**config.mk**
```make
export PLATFORM = sky130hd
export DESIGN_NAME = bitpat_cond_eval
export DESIGN_NICKNAME = d
export VERILOG_FILES = /design/src/rtl/bitpat_pkg.sv /design/src/rtl/bitpat_row.sv /design/src/rtl/bitpat_cond.sv /design/src/rtl/bitpat_sel.sv /design/src/rtl/bitpat_cond_eval.sv
export SDC_FILE = /design/constraint.sdc
export NUM_CORES = 1
export LEC_CHECK = 0
export BUFFER_PORTS_ARGS = -buffer_cell sky130_fd_sc_hd__buf_2
export CAP_MARGIN = 20
export CORE_MARGIN = 10
export CORE_UTILIZATION = 32
export DETAILED_ROUTE_END_ITERATION = 16
export PLACE_DENSITY_LB_ADDON = 0.08
export SLEW_MARGIN = 25
export SYNTH_ARGS = -nofsm -noshare
export SYNTH_HDL_FRONTEND = slang
export SYNTH_HIERARCHICAL = 1
export SYNTH_SLANG_ARGS = --single-unit
```
**constraint.sdc**
```tcl
create_clock -name vclk -period 1.4
set_input_delay 0.28 -clock vclk [all_inputs]
set_output_delay 0.28 -clock vclk [all_outputs]
set_load 0.02 [all_outputs]
```
**src/rtl/bitpat_pkg.sv**
```systemverilog
package bitpat_pkg;
   localparam int unsigned DEF_WIDTH    = 32;
   localparam int unsigned DEF_TAG_W    = 6;
   localparam int unsigned DEF_NUM_COND = 5;
   localparam int unsigned DEF_ROWS     = 2;
   localparam logic [5:0]  DEF_INT_TAG  = 6'h05;

   // Meaning of each entry in the built-in condition table
   typedef enum logic [2:0] {
      CND_D1_ZERO  = 3'd0,
      CND_WORD_EQ  = 3'd1,
      CND_INT_TAG  = 3'd2,
      CND_LSB_ANY  = 3'd3,
      CND_EMPTY    = 3'd4
   } builtin_cond_e;
endpackage

```
**src/rtl/bitpat_row.sv**
```systemverilog
module bitpat_row #(
   parameter int unsigned W = 32,
   parameter logic         EN = 1'b0,
   parameter logic [W-1:0] D1_CARE = '0,
   parameter logic [W-1:0] D1_VAL  = '0,
   parameter logic [W-1:0] D2_CARE = '0,
   parameter logic [W-1:0] D2_VAL  = '0,
   parameter logic [W-1:0] EQ_CARE = '0
) (
   input  logic [W-1:0] d1,
   input  logic [W-1:0] d2,
   output logic         hit
);
   logic [W-1:0] miss;

   // a position misses when any of its enabled tests fails
   always_comb begin
      miss = (D1_CARE & (d1 ^ D1_VAL))
           | (D2_CARE & (d2 ^ D2_VAL))
           | (EQ_CARE & (d1 ^ d2));
      hit  = EN & ~(|miss);
   end
endmodule

```
**src/rtl/bitpat_cond.sv**
```systemverilog
module bitpat_cond #(
   parameter int unsigned W    = 32,
   parameter int unsigned ROWS = 2,
   parameter logic [ROWS-1:0]   EN      = '0,
   parameter logic [ROWS*W-1:0] D1_CARE = '0,
   parameter logic [ROWS*W-1:0] D1_VAL  = '0,
   parameter logic [ROWS*W-1:0] D2_CARE = '0,
   parameter logic [ROWS*W-1:0] D2_VAL  = '0,
   parameter logic [ROWS*W-1:0] EQ_CARE = '0
) (
   input  logic [W-1:0] d1,
   input  logic [W-1:0] d2,
   output logic         hit
);
   logic [ROWS-1:0] row_hit;

   for (genvar r = 0; r < ROWS; r++) begin : g_row
      bitpat_row #(
         .W       (W),
         .EN      (EN[r]),
         .D1_CARE (D1_CARE[r*W +: W]),
         .D1_VAL  (D1_VAL [r*W +: W]),
         .D2_CARE (D2_CARE[r*W +: W]),
         .D2_VAL  (D2_VAL [r*W +: W]),
         .EQ_CARE (EQ_CARE[r*W +: W])
      ) u_row (
         .d1  (d1),
         .d2  (d2),
         .hit (row_hit[r])
      );
   end

   assign hit = |row_hit;
endmodule

```
**src/rtl/bitpat_sel.sv**
```systemverilog
module bitpat_sel #(
   parameter int unsigned NUM_COND = 5,
   parameter int unsigned SEL_W    = 3
) (
   input  logic [NUM_COND-1:0] cond_hit,
   input  logic [SEL_W-1:0]    sel,
   output logic                result
);
   localparam int unsigned SPAN = 1 << SEL_W;

   if (SPAN == NUM_COND) begin : g_full
      assign result = cond_hit[sel];
   end else begin : g_padded
      logic [SPAN-1:0] padded;
      assign padded = {{(SPAN-NUM_COND){1'b0}}, cond_hit};
      assign result = padded[sel];
   end
endmodule

```
**src/rtl/bitpat_cond_eval.sv**
```systemverilog
module bitpat_cond_eval #(
   parameter int unsigned WIDTH       = bitpat_pkg::DEF_WIDTH,
   parameter int unsigned NUM_COND    = bitpat_pkg::DEF_NUM_COND,
   parameter int unsigned ROWS        = bitpat_pkg::DEF_ROWS,
   parameter int unsigned TAG_W       = bitpat_pkg::DEF_TAG_W,
   parameter logic [TAG_W-1:0] INT_TAG = bitpat_pkg::DEF_INT_TAG,
   parameter bit          USE_BUILTIN = 1'b1,
   parameter int unsigned SEL_W       = (NUM_COND > 1) ? $clog2(NUM_COND) : 1,
   parameter logic [NUM_COND*ROWS-1:0]       USER_EN      = '0,
   parameter logic [NUM_COND*ROWS*WIDTH-1:0] USER_D1_CARE = '0,
   parameter logic [NUM_COND*ROWS*WIDTH-1:0] USER_D1_VAL  = '0,
   parameter logic [NUM_COND*ROWS*WIDTH-1:0] USER_D2_CARE = '0,
   parameter logic [NUM_COND*ROWS*WIDTH-1:0] USER_D2_VAL  = '0,
   parameter logic [NUM_COND*ROWS*WIDTH-1:0] USER_EQ_CARE = '0
) (
   input  logic [WIDTH-1:0] d1,
   input  logic [WIDTH-1:0] d2,
   input  logic [SEL_W-1:0] sel,
   output logic             result
);
   localparam int unsigned NROW   = NUM_COND * ROWS;
   localparam int unsigned TOT    = NROW * WIDTH;
   localparam int unsigned CBITS  = ROWS * WIDTH;
   localparam int unsigned LOW_W  = WIDTH - TAG_W;
   localparam int unsigned DEF_NROW = 10;

   // elaboration checks on the parameter set
   if (TAG_W == 0 || TAG_W >= WIDTH) begin : g_bad_tag
      $fatal(1, "TAG_W must be between 1 and WIDTH-1");
   end
   if (NUM_COND == 0 || ROWS == 0) begin : g_bad_size
      $fatal(1, "NUM_COND and ROWS must be nonzero");
   end
   if ((1 << SEL_W) < NUM_COND) begin : g_bad_sel
      $fatal(1, "SEL_W too narrow for NUM_COND");
   end
   if (USE_BUILTIN && (NUM_COND != 5 || ROWS != 2)) begin : g_bad_builtin
      $fatal(1, "built-in table needs NUM_COND=5 and ROWS=2");
   end

   // building blocks for the built-in table
   localparam logic [WIDTH-1:0] M_ALL  = {WIDTH{1'b1}};
   localparam logic [WIDTH-1:0] M_NONE = {WIDTH{1'b0}};
   localparam logic [WIDTH-1:0] M_LSB  = {{(WIDTH-1){1'b0}}, 1'b1};
   localparam logic [WIDTH-1:0] M_TAG  = {{TAG_W{1'b1}}, {LOW_W{1'b0}}};
   localparam logic [WIDTH-1:0] V_TAG  = {INT_TAG, {LOW_W{1'b0}}};

   // row order, lowest first: c0r0 c0r1 c1r0 c1r1 c2r0 c2r1 c3r0 c3r1 c4r0 c4r1
   localparam logic [DEF_NROW*WIDTH-1:0] B_D1_CARE =
      {M_NONE, M_ALL, M_NONE, M_LSB, M_NONE, M_NONE, M_NONE, M_NONE, M_NONE, M_ALL};
   localparam logic [DEF_NROW*WIDTH-1:0] B_D1_VAL =
      {M_NONE, M_NONE, M_NONE, M_LSB, M_NONE, M_NONE, M_NONE, M_NONE, M_NONE, M_NONE};
   localparam logic [DEF_NROW*WIDTH-1:0] B_D2_CARE =
      {M_NONE, M_NONE, M_LSB, M_NONE, M_NONE, M_TAG, M_NONE, M_NONE, M_NONE, M_NONE};
   localparam logic [DEF_NROW*WIDTH-1:0] B_D2_VAL =
      {M_NONE, M_NONE, M_LSB, M_NONE, M_NONE, V_TAG, M_NONE, M_NONE, M_NONE, M_NONE};
   localparam logic [DEF_NROW*WIDTH-1:0] B_EQ_CARE =
      {M_NONE, M_NONE, M_NONE, M_NONE, M_NONE, M_NONE, M_NONE, M_ALL, M_NONE, M_NONE};
   // c4r0 carries a full mask but stays disabled
   localparam logic [DEF_NROW-1:0] B_EN = 10'b00_1101_0101;

   localparam logic [TOT-1:0]  T_D1_CARE = USE_BUILTIN ? TOT'(B_D1_CARE) : USER_D1_CARE;
   localparam logic [TOT-1:0]  T_D1_VAL  = USE_BUILTIN ? TOT'(B_D1_VAL)  : USER_D1_VAL;
   localparam logic [TOT-1:0]  T_D2_CARE = USE_BUILTIN ? TOT'(B_D2_CARE) : USER_D2_CARE;
   localparam logic [TOT-1:0]  T_D2_VAL  = USE_BUILTIN ? TOT'(B_D2_VAL)  : USER_D2_VAL;
   localparam logic [TOT-1:0]  T_EQ_CARE = USE_BUILTIN ? TOT'(B_EQ_CARE) : USER_EQ_CARE;
   localparam logic [NROW-1:0] T_EN      = USE_BUILTIN ? NROW'(B_EN)     : USER_EN;

   logic [NUM_COND-1:0] cond_hit;

   for (genvar c = 0; c < NUM_COND; c++) begin : g_cond
      bitpat_cond #(
         .W       (WIDTH),
         .ROWS    (ROWS),
         .EN      (T_EN     [c*ROWS  +: ROWS]),
         .D1_CARE (T_D1_CARE[c*CBITS +: CBITS]),
         .D1_VAL  (T_D1_VAL [c*CBITS +: CBITS]),
         .D2_CARE (T_D2_CARE[c*CBITS +: CBITS]),
         .D2_VAL  (T_D2_VAL [c*CBITS +: CBITS]),
         .EQ_CARE (T_EQ_CARE[c*CBITS +: CBITS])
      ) u_cond (
         .d1  (d1),
         .d2  (d2),
         .hit (cond_hit[c])
      );
   end

   bitpat_sel #(
      .NUM_COND (NUM_COND),
      .SEL_W    (SEL_W)
   ) u_sel (
      .cond_hit (cond_hit),
      .sel      (sel),
      .result   (result)
   );
endmodule

```
==> qor.txt, run 1 <==
cts hold-fix bufs -> 0
die width -> 63.19 um
# rows -> 15
Post-Synth Simple-Gate Area -> 35.43%
Die Y -> 63.19 um
unique cell type count in the Yosys netlist -> 15
initial antenna violation count -> 0
post-synth top area share -> 46.96%
Final ANT Viol Nets -> 0
sequential element share of the synthesized area -> 0%
CP required -> 1.12 ns
RSZ-0062 raised after global routing -> true
FF+latch count -> 0
failing checks -> negative setup slack
wl on met1 -> 963 um
GRT overflow -> 0
Vias -> 789
compound-cell area share of the yosys netlist -> 1.468%
DR WL/cell -> 14.43 um
Final Hold Vio Count -> 0
layout cells sized above 1 -> 63.01%
pwr dens -> 264.5 nW/um^2
CLK BUF -> 0
Initial DRT Pass Iterations -> 4
Avg Inst Size Synth -> 7.555 sq um
core footprint -> 1745 sq um
placed cells -> 171
Synth Area in Adders -> 0%
CP max FO -> 2
setup tns final -> -0.3830 ns
Starting Density -> 34.19%
placed inst area -> 968.4 sq um
Post-Synthesis Cells -> 79
syn nets -> 146
Met3 Wirelength -> 100 um
Area growth syn-to-layout -> 83.65%
Period minus WS final -> 1.783 ns
result of the run -> complete, but fails checks
worst hold path class -> input port to output pin
crit path launch type -> input port
filler instances -> 175
drt first-iter violations -> 9
Pins Over Slew Limit -> 0
NumNets Final -> 215
hpwl dp -> 2276 um
met2 routed WL -> 1404 um
area leader, netlist -> xor2_1
design area -> 1096 sq um
largest net degree at the start of global routing -> 4
fin crit share -> 127.4%
final WL -> 2467 um
Synth Area in XOR/XNOR -> 46.96%
final setup margin -> -0.3830 ns
Highest Signal Layer -> met3
Final setup viols -> 1
global-route usage over all layers -> 11.16%
I/O pin total -> 68
synthesized area -> 596.8 sq um
largest family of logic cells by synthesized area -> XOR/XNOR gates
IO Port Bufs -> 68
mux contribution to synthesized area -> 4.193%
vias in the first global route -> 927
Non-Filler Instances -> 171
Setup CP Type -> input port to output pin
Die Area -> 3992 sq um
DRC Markers -> 0
Register Area -> 0 sq um
GPL Wtd Cong -> 0.7641
first-pass GRT wire length -> 3857 um
Pleak -> 0.0005266 uW
Yosys warning total -> 6
routed vias/inst -> 4.614
critical path capture point type -> output pin
Worst VDD drop -> 0.1323 mV
max cap viols -> 0
Area contributors post-synth -> xor2_1 (47%), nor4_1 (16%), buf_4 (8.8%)
crit path DAT -> 1.50 ns
Core Util, Final -> 62.80%
Peak Freq -> 0.5609 GHz
Worst Hold Slack -> 0.9430 ns
antenna diode count -> 0
## worst paths after layout
| check | endpoint | depth (start not counted) | slack, ns | start |
|---|---|---|---|---|
| max | result | 9 | -0.38 | d2[31] |
| min | result | 3 | 0.94 | sel[1] |
## metrics by stage
step | worst slack (ns) | power, uW
CTS | -0.3974 | 270.6
floorplan | -0.1677 | 107.7
global placement | -0.5065 | 247.3
finish | -0.3830 | 289.9
global route | -0.5030 | 318.2
detailed placement | -0.5147 | 249.5
## critical path: stages
cell and delay (ns):
buf_2 0.11, xor2_1 0.16, nor4_1 0.28, nand4_1 0.14, nor2_1 0.11, or2_1 0.11
nand3_2 0.06, o311ai_2 0.07, buf_4 0.19
## power breakdown
part,internal (uW),switching [uW]
Clock,0,0
Combinational,157,133
Sequential,0,0
## cell usage after synthesis
master	instances
buf_4	7
xor2_1	32
mux2_4	1
nor4_1	15
nor4_2	1
nand3b_2	1
nor2_1	3
nand3_1	1
o311ai_1	1
nor3_2	1
conb_1	5
nand4bb_1	1
mux2i_1	1
or2_1	5
nand4_1	4
## cells in the final DEF (no fill, tap or decap), types with 3 or more instances in the layout
master	synthesis	layout
nor2_1	3	3
nand4_1	4	4
buf_4	7	7
nor4_2	1	11
nor4_1	15	4
buf_6	0	4
conb_1	5	5
or2_1	5	5
buf_2	0	62
xor2_1	32	31
## what timing repair did
item / in CTS / in global routing
setup endpoints to repair: 1 / 1
setup buffers: 0 / 0
endpoints found under the hold margin: 0 / 0
pin swaps: 7 / 7
resized for setup: 12 / 11
## layout make-up
cell class,count,area (sq um),area share [%]
repair buffers,74,422.9,38.58
multi-input cells,72,641.9,58.56
well taps,25,31.28,2.854
## logic make-up (layout without fill, tap and decap cells)
group                     count (synthesis)  after routing
xor gates and xnor gates                 32             32
other                                     5              5
and+or+nand+nor                          32             32
buffers and inverters                     7             74
muxes                                     2              2
AOI/OAI and AO/OA                         1              1
## routing by layer
layer,up-vias,track usage (%)
met2,28,22.59
li1,405,-
met4,0,0
met5,-,0
met3,0,1.413
met1,356,12.52
(Power assumes the default switching activity.)
==> run 2, diff against run 1 <==
==> constraint.sdc (replaced) <==
create_clock -name vclk -period 1.4
set_input_delay 0.28 -clock vclk [all_inputs]
set_output_delay 0.28 -clock vclk [all_outputs]
set_load 0.1 [all_outputs]
==> run 2 against run 1 <==
  * The flow still finishes with violations (negative setup slack)
  * Design area grew 3.7%
  * Cell count is the same
  * First-iteration DRC count is the same
  * Largest cell class unchanged
  * Worst setup slack lost 0.19 ns
  * Utilization grew 2.3 points
  * Critical path type unchanged
  * Fmax shrank 9.8%
  * Count of clock-buffer cells in the layout is the same
  * Via count shrank 0.25%
  * Highest routed layer unchanged
  * Largest power group unchanged
  * Sequential cell count is the same
  * Combinational power grew 13%
  * Total power grew 13%
==> qor.txt, run 2 (same netlist as run 1, synthesis figures left out) <==
commonest non-fill, non-tap cell in the layout -> buf_2 (unchanged)
crit path launch type -> input port (unchanged)
CP max FO -> 2 (unchanged)
max cap viols -> 0 (unchanged)
CLK BUF -> 0 (unchanged)
drt first-iter violations -> 9 (unchanged)
Final ANT Viol Nets -> 0 (unchanged)
initial antenna violation count -> 0 (unchanged)
Final Hold Vio Count -> 0 (unchanged)
critical path capture point type -> output pin (unchanged)
crit path DAT -> 1.70 ns (was 1.50 ns)
IO Port Bufs -> 68 (unchanged)
area of the multi-input gates -> 658.1 sq um (was 641.9 sq um)
Register Area -> 0 sq um (unchanged)
first-pass GRT wire length -> 3995 um (was 3857 um)
Final setup viols -> 1 (unchanged)
NumNets Final -> 215 (unchanged)
Initial DRT Pass Iterations -> 4 (unchanged)
Worst Hold Slack -> 0.9835 ns (was 0.9430 ns)
design area -> 1136 sq um (was 1096 sq um)
DR WL/cell -> 15.14 um (was 14.43 um)
failing checks -> negative setup slack (unchanged)
final setup margin -> -0.5758 ns (was -0.3830 ns)
pwr dens -> 289.6 nW/um^2 (was 264.5 nW/um^2)
FF+latch count -> 0 (unchanged)
Setup CP Type -> input port to output pin (unchanged)
CP required -> 1.12 ns (about the same)
Pleak -> 0.0005407 uW (was 0.0005266 uW)
placed inst area -> 985.9 sq um (was 968.4 sq um)
Worst Hold Path Cells -> 3 (unchanged)
antenna diode count -> 0 (unchanged)
largest net degree at the start of global routing -> 4 (unchanged)
I/O pin total -> 68 (unchanged)
Hold Path Sink -> result (unchanged)
# rows -> 15 (unchanged)
worst hold path class -> input port to output pin (unchanged)
RSZ-0062 raised after global routing -> true (unchanged)
die width -> 63.19 um (unchanged)
GPL Wtd Cong -> 0.7881 (was 0.7641)
Die Y -> 63.19 um (unchanged)
Pins Over Slew Limit -> 0 (unchanged)
hpwl dp -> 2323 um (was 2276 um)
Die Area -> 3992 sq um (unchanged)
Period minus WS final -> 1.976 ns (was 1.783 ns)
most frequent cells in the layout -> buf_2 (59), xor2_1 (32), nor4_1 (8), buf_4 (8) (was buf_2 (62), xor2_1 (31), nor4_2 (11))
Starting Density -> 34.19% (unchanged)
DRC Markers -> 0 (unchanged)
filler instances -> 177 (was 175)
routed vias/inst -> 4.602 (was 4.614)
core footprint -> 1745 sq um (unchanged)
cts hold-fix bufs -> 0 (unchanged)
layout cells sized above 1 -> 60.27% (was 63.01%)
Vias -> 787 (was 789)
fin crit share -> 141.1% (was 127.4%)
result of the run -> complete, but fails checks (unchanged)
Area growth syn-to-layout -> 90.36% (was 83.65%)
final WL -> 2589 um (was 2467 um)
Core Util, Final -> 65.09% (was 62.80%)
pre-CTS setup slack -> -0.6077 ns (was -0.5147 ns)
vias in the first global route -> 925 (was 927)
Worst VDD drop -> 0.1532 mV (was 0.1323 mV)
Peak Freq -> 0.5061 GHz (was 0.5609 GHz)
beginning of the worst hold path -> sel[1] (unchanged)
GRT overflow -> 0 (unchanged)
global-route usage over all layers -> 11.62% (was 11.16%)
==> run 2: cell type report <==
| class | count | area share [%] |
|---|---|---|
| well taps | 25 | 2.753 |
| multi-input cells | 72 | 57.93 |
| repair buffers | 74 | 39.32 |
==> run 2: report_power, final <==
part           leakage [uW]  switching [uW]  total (uW)  internal (uW)
Clock                     0               0           0              0
Sequential                0               0           0              0
Combinational      0.000541             157         329            172
==> run 2: what timing repair did <==
action / CTS / global route
endpoints found under the hold margin: 0 / 0
resized for setup: 10 / 17
setup endpoints to repair: 1 / 1
pin swaps: 7 / 8
buffers inserted: 0 / 1
==> run 2: stage by stage <==
stage	total power (uW)	std cells	setup TNS, ns
finish	329.0	171	-0.5758
CTS	300.3	170	-0.4912
detailed placement	283.3	170	-0.6077
global placement	278.8	170	-0.6050
floorplan	129.7	79	-0.6465
global route	356.5	171	-0.6523
==> run 2: per-layer routing <==
layer,vias to the layer above,wire [um],global-route usage [%]
met5,-,0,0
met1,351,890,12.54
met3,0,125,1.943
li1,408,-,-
met2,28,1573,23.86
met4,0,0,0
==> run 2: worst max-delay path by stage <==
| stage | depth (start not counted) | slack, ns | endpoint | start |
|---|---|---|---|---|
| after floorplan | 6 | -0.65 | result | d1[26] |
| after CTS | 9 | -0.49 | result | d1[6] |
| final | 8 | -0.58 | result | d1[7] |
| after detailed placement | 8 | -0.61 | result | d1[27] |
| after global placement | 8 | -0.60 | result | d1[27] |
| after global routing | 8 | -0.65 | result | d1[2] |
==> run 2: worst max-delay path, stage by stage <==
cell and delay, ns:
buf_2 0.11, nor4_1 0.29, nand4_1 0.14, nor2_1 0.12, or2_1 0.15, mux2i_4 0.08, o311ai_4 0.30, buf_12 0.21
==> run 3, diff against run 2 <==
--- a/config.mk
+++ b/config.mk
@@ -7,8 +7,10 @@
 export LEC_CHECK = 0
 export BUFFER_PORTS_ARGS = -buffer_cell sky130_fd_sc_hd__buf_2
 export CAP_MARGIN = 20
+export CELL_PAD_IN_SITES_DETAIL_PLACEMENT = 1
+export CELL_PAD_IN_SITES_GLOBAL_PLACEMENT = 1
 export CORE_MARGIN = 10
-export CORE_UTILIZATION = 32
+export CORE_UTILIZATION = 20
 export DETAILED_ROUTE_END_ITERATION = 16
 export PLACE_DENSITY_LB_ADDON = 0.08
 export SLEW_MARGIN = 25
==> run 3 against run 2 <==
  * The flow still finishes with violations (negative setup slack)
  * Global-route usage fell by 1.1 points
  * Combinational power rose by 5%
  * Largest power group unchanged
  * Fmax rose by 3.8%
  * Critical path depth rose by 2
  * Critical endpoint unchanged
  * Sequential share of layout area did not move
  * Non-clock buffer count rose by 3
==> qor.txt, run 3 (same netlist as run 1, synthesis figures left out) <==
result of the run -> complete, but fails checks (unchanged)
failing checks -> negative setup slack (unchanged)
vias in the first global route -> 987 (was 925)
Peak Freq -> 0.5255 GHz (was 0.5061 GHz)
Initial DRT Pass Iterations -> 3 (was 4)
Period minus WS final -> 1.903 ns (was 1.976 ns)
FF+latch count -> 0 (unchanged)
fin crit share -> 135.9% (was 141.1%)
Die Y -> 74.63 um (was 63.19 um)
I/O pin total -> 68 (unchanged)
GRT overflow -> 0 (unchanged)
core footprint -> 2805 sq um (was 1745 sq um)
Area growth syn-to-layout -> 99.79% (was 90.36%)
Non-Filler Instances -> 180 (was 171)
Worst Hold Slack -> 0.9960 ns (was 0.9835 ns)
Vias -> 813 (was 787)
Pleak -> 0.0005559 uW (was 0.0005407 uW)
Die Area -> 5569 sq um (was 3992 sq um)
DRC Markers -> 0 (unchanged)
CP required -> 1.12 ns (about the same)
Pins Over Slew Limit -> 0 (unchanged)
Final setup viols -> 1 (unchanged)
layout cells sized above 1 -> 66.44% (was 60.27%)
initial antenna violation count -> 0 (unchanged)
hpwl dp -> 2724 um (was 2323 um)
crit path DAT -> 1.62 ns (was 1.70 ns)
worst hold path class -> input port to output pin (unchanged)
setup bufs post-CTS -> 0 (unchanged)
Final Hold Vio Count -> 0 (unchanged)
GPL Wtd Cong -> 0.7806 (was 0.7881)
die width -> 74.63 um (was 63.19 um)
final setup margin -> -0.5028 ns (was -0.5758 ns)
antenna diode count -> 0 (unchanged)
Setup CP Type -> input port to output pin (unchanged)
Register Area -> 0 sq um (unchanged)
Clock Power Share -> 0% (about the same)
pwr dens -> 291.2 nW/um^2 (was 289.6 nW/um^2)
Pint -> 178.9 uW (was 172.2 uW)
CLK BUF -> 0 (unchanged)
switching power share of the total -> 48.48% (was 47.66%)
largest net degree at the start of global routing -> 4 (unchanged)
critical path capture point type -> output pin (unchanged)
# rows -> 19 (was 15)
cts hold-fix bufs -> 0 (unchanged)
pre-CTS setup slack -> -0.6759 ns (was -0.6077 ns)
NumNets Final -> 218 (was 215)
global-route usage over all layers -> 10.55% (was 11.62%)
Worst VDD drop -> 0.09306 mV (was 0.1532 mV)
placed cells -> 181 (was 170)
crit path launch type -> input port (unchanged)
max cap viols -> 0 (unchanged)
DR WL/cell -> 16.51 um (was 15.14 um)
IO Port Bufs -> 68 (unchanged)
drt first-iter violations -> 12 (was 9)
commonest non-fill, non-tap cell in the layout -> buf_2 (unchanged)
RSZ-0062 raised after global routing -> true (unchanged)
Final ANT Viol Nets -> 0 (unchanged)
routed vias/inst -> 4.517 (was 4.602)
filler instances -> 358 (was 177)
sw power -> 168.3 uW (was 156.8 uW)
first-pass GRT wire length -> 4671 um (was 3995 um)
final WL -> 2972 um (was 2589 um)
Logic pwr share -> 100.0% (about the same)
Starting Density -> 21.28% (was 34.19%)
CP max FO -> 2 (unchanged)
most frequent cells in the layout -> buf_2 (61), xor2_1 (29), nor4_2 (11) (was buf_2 (59), xor2_1 (32), nor4_1 (8), buf_4 (8))
Reg power frac -> 0% (about the same)
Overall Power -> 347.2 uW (was 329.0 uW)
run 3: cell type report:
| class | count | area [sq um] | area share [%] |
|---|---|---|---|
| Timing Repair Buffer | 77 | 467.9 | 39.24 |
| Tap cell | 31 | 38.79 | 3.253 |
| Multi-Input combinational cell | 72 | 685.7 | 57.50 |
run 3: worst paths after layout:
check             slack, ns    from  cells after the start     end
hold / removal          1.0  sel[1]                      3  result
setup / recovery      -0.50   d1[7]                     10  result
run 3: power groups by stage:
stage               combinational, uW  sequential (uW)  clock, uW
finish                            347                0          0
floorplan                         130                0          0
global route                      379                0          0
global placement                  295                0          0
detailed placement                299                0          0
CTS                               325                0          0
run 3: timing repair:
item | in CTS | in global routing
pin swaps | 16 | 10
gates resized for setup | 16 | 15
endpoints found under the setup margin | 1 | 1
gates cloned | 0 | 0
run 3: critical path: stages:
cell,delay [ns]
buf_6,0.10
buf_6,0.10
xor2_1,0.15
nor4_1,0.27
nand4_1,0.12
nor2_1,0.10
or2_1,0.12
nand3_2,0.08
o311ai_4,0.08
buf_12,0.21
run 3: metrics by stage:
step / area (sq um) / util, % / setup TNS [ns]
after floorplan: 614.3 / - / -0.6465
after global placement: 1031 / 36.75 / -0.6783
after detailed placement: 1031 / 36.75 / -0.6759
after CTS: 1116 / 39.79 / -0.5322
after global routing: 1192 / 42.51 / -0.6155
final: 1192 / 42.51 / -0.5028
run 3: routing by layer:
metal  GRT usage, %  part of all wire (%)  vias to the layer above
met5              0                     0                        -
met4              0                  0.67                        0
met3          2.760                   7.7                        2
met2          21.13                    54                       34
met1          11.34                    38                      369
li1               -                     -                      408
